**src/rtl/sdm_fracn_pkg.sv**
```systemverilog
package sdm_fracn_pkg;
  localparam int SDM_ORDER = 3;
  localparam int DITH_LFSR_W = 23;
  localparam int DITH_LFSR_TAP = 18;
  localparam int DITH_MIN_MOD_DEF = 50;
  typedef logic [SDM_ORDER-1:0] carry_vec_t;
endpackage

```
**src/rtl/sdm_mod_stage.sv**
```systemverilog
module sdm_mod_stage #(
  parameter int MOD_W = 12
) (
  input  logic             clk,
  input  logic             rst_n,
  input  logic             clr,
  input  logic             step,
  input  logic [MOD_W:0]   add_in,
  input  logic [MOD_W-1:0] modulus,
  output logic             carry,
  output logic [MOD_W-1:0] resid,
  output logic [MOD_W-1:0] acc
);
  localparam int SUM_W = MOD_W + 2;
  logic [SUM_W-1:0] sum;
  logic [SUM_W-1:0] wrapped;

  always_comb begin
    sum     = SUM_W'(acc) + SUM_W'(add_in);
    carry   = (sum >= SUM_W'(modulus));
    wrapped = sum - SUM_W'(modulus);
    resid   = carry ? wrapped[MOD_W-1:0] : sum[MOD_W-1:0];
  end

  always_ff @(posedge clk) begin
    if (!rst_n || clr)
      acc <= '0;
    else if (step)
      acc <= resid;
  end
endmodule

```
**src/rtl/sdm_dither_lfsr.sv**
```systemverilog
module sdm_dither_lfsr #(
  parameter int         W    = 23,
  parameter int         TAP  = 18,
  parameter logic [W-1:0] SEED = W'(1)
) (
  input  logic clk,
  input  logic rst_n,
  input  logic clr,
  input  logic step,
  output logic bit_o
);
  logic [W-1:0] state;
  logic         fb;

  assign fb    = state[W-1] ^ state[TAP-1];
  assign bit_o = state[W-1];

  always_ff @(posedge clk) begin
    if (!rst_n || clr)
      state <= SEED;
    else if (step)
      state <= {state[W-2:0], fb};
  end
endmodule

```
**src/rtl/sdm_noise_combiner.sv**
```systemverilog
module sdm_noise_combiner
  import sdm_fracn_pkg::*;
#(
  parameter int INT_W = 9,
  parameter int OUT_W = INT_W + 1
) (
  input  logic             clk,
  input  logic             rst_n,
  input  logic             clr,
  input  logic             step,
  input  carry_vec_t       carry,
  input  logic [INT_W-1:0] int_part,
  output logic [OUT_W-1:0] n_out
);
  logic c2_d1, c3_d1, c3_d2;

  always_ff @(posedge clk) begin
    if (!rst_n || clr) begin
      c2_d1 <= 1'b0;
      c3_d1 <= 1'b0;
      c3_d2 <= 1'b0;
    end else if (step) begin
      c2_d1 <= carry[1];
      c3_d1 <= carry[2];
      c3_d2 <= c3_d1;
    end
  end

  always_comb begin
    n_out = OUT_W'(int_part)
          + OUT_W'(carry[0])
          + OUT_W'(carry[1]) - OUT_W'(c2_d1)
          + OUT_W'(carry[2]) - (OUT_W'(c3_d1) << 1) + OUT_W'(c3_d2);
  end
endmodule

```
**src/rtl/sdm_fracn_top.sv**
```systemverilog
module sdm_fracn_top
  import sdm_fracn_pkg::*;
#(
  parameter int INT_W        = 9,
  parameter int FRAC_W       = 12,
  parameter int MOD_W        = 12,
  parameter int MOD_RST      = 2,
  parameter int DITH_MIN_MOD = DITH_MIN_MOD_DEF,
  parameter int LFSR_W       = DITH_LFSR_W,
  parameter int LFSR_TAP     = DITH_LFSR_TAP
) (
  input  logic              clk,
  input  logic              rst_n,
  input  logic              cnt_reset,
  input  logic              upd_strobe,
  input  logic [INT_W-1:0]  int_val,
  input  logic [FRAC_W-1:0] frac_val,
  input  logic [MOD_W-1:0]  mod_val,
  input  logic              dither_en,
  output logic              out_valid,
  input  logic              out_ready,
  output logic [INT_W:0]    out_n
);
  localparam int OUT_W  = INT_W + 1;
  localparam int STAGES = SDM_ORDER;

  logic [INT_W-1:0]  cfg_int;
  logic [FRAC_W-1:0] cfg_frac;
  logic [MOD_W-1:0]  cfg_mod;
  logic              cfg_dith;
  logic              dith_on;
  logic              dith_bit;
  logic              step;
  logic              clr;

  logic [MOD_W:0]                 stg_in [STAGES];
  logic [MOD_W-1:0]               resid  [STAGES];
  logic [STAGES-1:0][MOD_W-1:0]   acc_vec;
  carry_vec_t                     carry;

  assign step    = out_valid && out_ready;
  assign clr     = upd_strobe || cnt_reset;
  assign dith_on = cfg_dith && (cfg_mod >= MOD_W'(DITH_MIN_MOD));

  always_ff @(posedge clk) begin
    if (!rst_n) begin
      cfg_int  <= '0;
      cfg_frac <= '0;
      cfg_mod  <= MOD_W'(MOD_RST);
      cfg_dith <= 1'b0;
    end else if (upd_strobe) begin
      cfg_int  <= int_val;
      cfg_frac <= frac_val;
      cfg_mod  <= mod_val;
      cfg_dith <= dither_en;
    end
  end

  always_ff @(posedge clk) begin
    if (!rst_n)
      out_valid <= 1'b0;
    else
      out_valid <= !cnt_reset;
  end

  sdm_dither_lfsr #(
    .W   (LFSR_W),
    .TAP (LFSR_TAP)
  ) dith_i (
    .clk   (clk),
    .rst_n (rst_n),
    .clr   (clr),
    .step  (step),
    .bit_o (dith_bit)
  );

  for (genvar k = 0; k < STAGES; k++) begin : g_stage
    if (k == 0) begin : g_head
      assign stg_in[k] = (MOD_W+1)'(cfg_frac) + (MOD_W+1)'(dith_bit && dith_on);
    end else begin : g_tail
      assign stg_in[k] = {1'b0, resid[k-1]};
    end

    sdm_mod_stage #(
      .MOD_W (MOD_W)
    ) stage_i (
      .clk     (clk),
      .rst_n   (rst_n),
      .clr     (clr),
      .step    (step),
      .add_in  (stg_in[k]),
      .modulus (cfg_mod),
      .carry   (carry[k]),
      .resid   (resid[k]),
      .acc     (acc_vec[k])
    );
  end

  sdm_noise_combiner #(
    .INT_W (INT_W),
    .OUT_W (OUT_W)
  ) comb_i (
    .clk      (clk),
    .rst_n    (rst_n),
    .clr      (clr),
    .step     (step),
    .carry    (carry),
    .int_part (cfg_int),
    .n_out    (out_n)
  );
endmodule

```
**config.mk**
```make
export PLATFORM = sky130hd
export DESIGN_NAME = sdm_fracn_top
export DESIGN_NICKNAME = d
export VERILOG_FILES = /design/src/rtl/sdm_fracn_pkg.sv /design/src/rtl/sdm_mod_stage.sv /design/src/rtl/sdm_dither_lfsr.sv /design/src/rtl/sdm_noise_combiner.sv /design/src/rtl/sdm_fracn_top.sv
export SDC_FILE = /design/constraint.sdc
export NUM_CORES = 1
export LEC_CHECK = 0
export ABC_AREA = 1
export BUFFER_PORTS_ARGS = -buffer_cell sky130_fd_sc_hd__buf_2
export CAP_MARGIN = 20
export CORE_ASPECT_RATIO = 0.9
export CORE_MARGIN = 8
export CORE_UTILIZATION = 35
export DETAILED_ROUTE_END_ITERATION = 16
export GPL_ROUTABILITY_DRIVEN = 0
export PLACE_DENSITY = 0.56
export SETUP_SLACK_MARGIN = 0.5
export SLEW_MARGIN = 20
export SYNTH_ARGS = -nofsm -noshare
export SYNTH_HDL_FRONTEND = slang
export SYNTH_HIERARCHICAL = 1
export SYNTH_SLANG_ARGS = --single-unit
```
**constraint.sdc**
```tcl
create_clock -name clk -period 27.6 [get_ports clk]
set_input_delay 6.9 -clock clk [delete_from_list [all_inputs] [get_ports clk]]
set_output_delay 6.9 -clock clk [all_outputs]
set_load 0.1 [all_outputs]
```
==> results.md <==
* Postcts setup bufs at 0
* Port Buffer Count at between 40 and 50
* Routed WL at 26.2 mm
* Arr. time, crit path at 12520 ps
* CP required at between 20000 and 25000 ps
* Clock power frac at 15.3%
* Post-DP HPWL at approximately 21 mm
* DR vias/cell at 4.82
* Setup TNS at 0 ps
* Post_cts resized at 0
* Startpoint types: flop
* Sw Pwr at 463 uW
* H-tree Lvls at 3
* Antenna diodes at 0
* Most frequent CP cell: nand2_1
* FMAX at roughly 50 MHz
* Pins over their slew limit at 0
* DRC at 0
* Post-route ant nets at 0
* First-pass GRT wire length at 42.3 mm
* Hold-fix buffers, CTS at 0
* Initial Utilization at 35.4%
* Final worst-path cycle share at 70.4%
* Logic pwr share at 67.9%
* TritonCTS buffer count at 9
* Most frequent cells in the layout: 381 x nand2_1, 217 x inv_1, 202 x nor2_1
* Die ar. at 32700 um2
* Final Hold Viols at 0
* Sink Count at 97
* CTS clk-pin slew, worst paths at 80 ps
* Crit Path Class: reg -> out
* First DRT Iteration DRCs at 703
* Root Buffer: clkbuf_16
* Worst-path maximum fanout at 13
* Max stage delay on crit path at a little over 600 ps
* Slowest CP cell: dfxtp_1
* Die H at 172 um
* Area delta synth->final at 7.82%
* Peak supply drop at 0.0611 mV
* HP Class: reg -> reg
* Die Width at ~190 um
* Routed wire per std cell at 13.9 um
* Final setup fails at 0
* Count of warnings emitted by yosys at 6
* Post-Syn Instances at between 1000 and 1500
* Max Root-Sink Buffers at 2
* Cell Int Power at roughly 430 uW
* Vias in the first global route at 8359
* Clk_skew at ~13 ps
* Worst slew pin tran at 788 ps
* Clock latency at the later pin of the worst-skew pair at about 360 ps
* Number of max-cap violations at 0
* Initial antenna violation count at 0
* CP endpoint kind: output port
* Relative slew slack at a little under half
* CTS tree: done
* Crit path time final at 19420 ps
* Nets at 1652
* # rows at 57
* Vias at between 9000 and 10000
* # IOs at 50
* Overall power at 893 uW
* RSZ-0062 raised after global routing: false
* Outcome: completed
* Leakage at approximately 0.0053 uW
* Core area at 26900 um2
* Largest net degree at the start of global routing at between 50 and 60
* Total gr overflow at 0
* Sequential share of power at 16.8%
* Avg Inst Size Synth at roughly 6.4 um2
* GRT Util Overall at between 10% and 20%
* First-pass DRT Iterations at 6
* Sw Ratio at 51.9%
* Commonest non-fill, non-tap cell in the layout: nand2_1
* Mapped cell area at 9520 um2
* Fraction of layout cells with a size suffix above 1 at 13.4%
* Power Dens Cells at a little under 90 nW/um2
## worst paths after layout
| kind | start | cells after the start | slack [ps] | endpoint |
|---|---|---|---|---|
| max reg2reg | cfg_mod[11]$_SDFFE_PN0P_ | 60 | 16310 | g_stage[2].stage_i/acc[2]$_SDFFE_PP0P_ |
| min | dith_i/state[19]$_SDFFE_PP0P_ | 2 | 470 | dith_i/state[19]$_SDFFE_PP0P_ |
| min reg2reg | dith_i/state[19]$_SDFFE_PP0P_ | 2 | 470 | dith_i/state[19]$_SDFFE_PP0P_ |
| max | cfg_mod[11]$_SDFFE_PN0P_ | 68 | 8180 | out_n[6] |
## registers in the layout, indices dropped and copies added (netlist names)
| name | cells |
|---|---|
| cfg_dith | 1 |
| cfg_frac | 12 |
| cfg_int | 9 |
| cfg_mod | 12 |
| comb_i/c2_d1 | 1 |
| comb_i/c3_d1 | 1 |
| comb_i/c3_d2 | 1 |
| dith_i/state | 23 |
| g_stage.stage_i/acc | 36 |
| out_valid | 1 |
## metal layers
layer  routed length (um)  vias to the layer above  track usage (%)
met4                  543                        0             4.52
met2                11200                      215             25.0
met3                 1170                       30             2.66
met5                    0                        -                0
li1                     -                     4767                -
met1                13300                     4038             22.1
## power by group through the flow
stage	Clock (uW)	Sequential, uW	Combinational [uW]
finish	137	150	606
detailed placement	0	153	598
floorplan	0	151	493
global route	145	150	671
CTS	141	150	604
global placement	0	153	600
## critical path, delay by kind of cell, from the launching register on
| family | cells | cell delay (ps) |
|---|---|---|
| buffers and inverters | 6 | 740 |
| flip-flops | 1 | 610 |
| AND/OR/NAND/NOR | 40 | 4930 |
| XOR/XNOR | 2 | 500 |
| adder cells (fa/ha/maj) | 12 | 3790 |
| AO/OA/AOI/OAI | 8 | 1590 |
## area by class of cell
cell class | instances | area [um2]
clock inverters | 6 | 82.6
repair buffers | 51 | 260
flip-flops and latches | 97 | 1940
clock buffers | 9 | 225
fillers | 2893 | 16600
well taps | 354 | 443
multi-input cells | 1130 | 6430
inverters | 231 | 876
## metrics by stage
step / hold WS [ps] / setup WS, ps / instance area [um2] / std cells / utilization, %
after floorplan: 439 / 10250 / 9540 / 1496 / -
after global placement: 453 / 8790 / 9960 / 1863 / 37.0
after detailed placement: 454 / 8610 / 9960 / 1863 / 37.0
after CTS: 468 / 8180 / 10300 / 1878 / 38.2
after global routing: 479 / 7020 / 10300 / 1878 / 38.2
final: 467 / 8180 / 10300 / 1878 / 38.2
(Power assumes the default switching activity.)
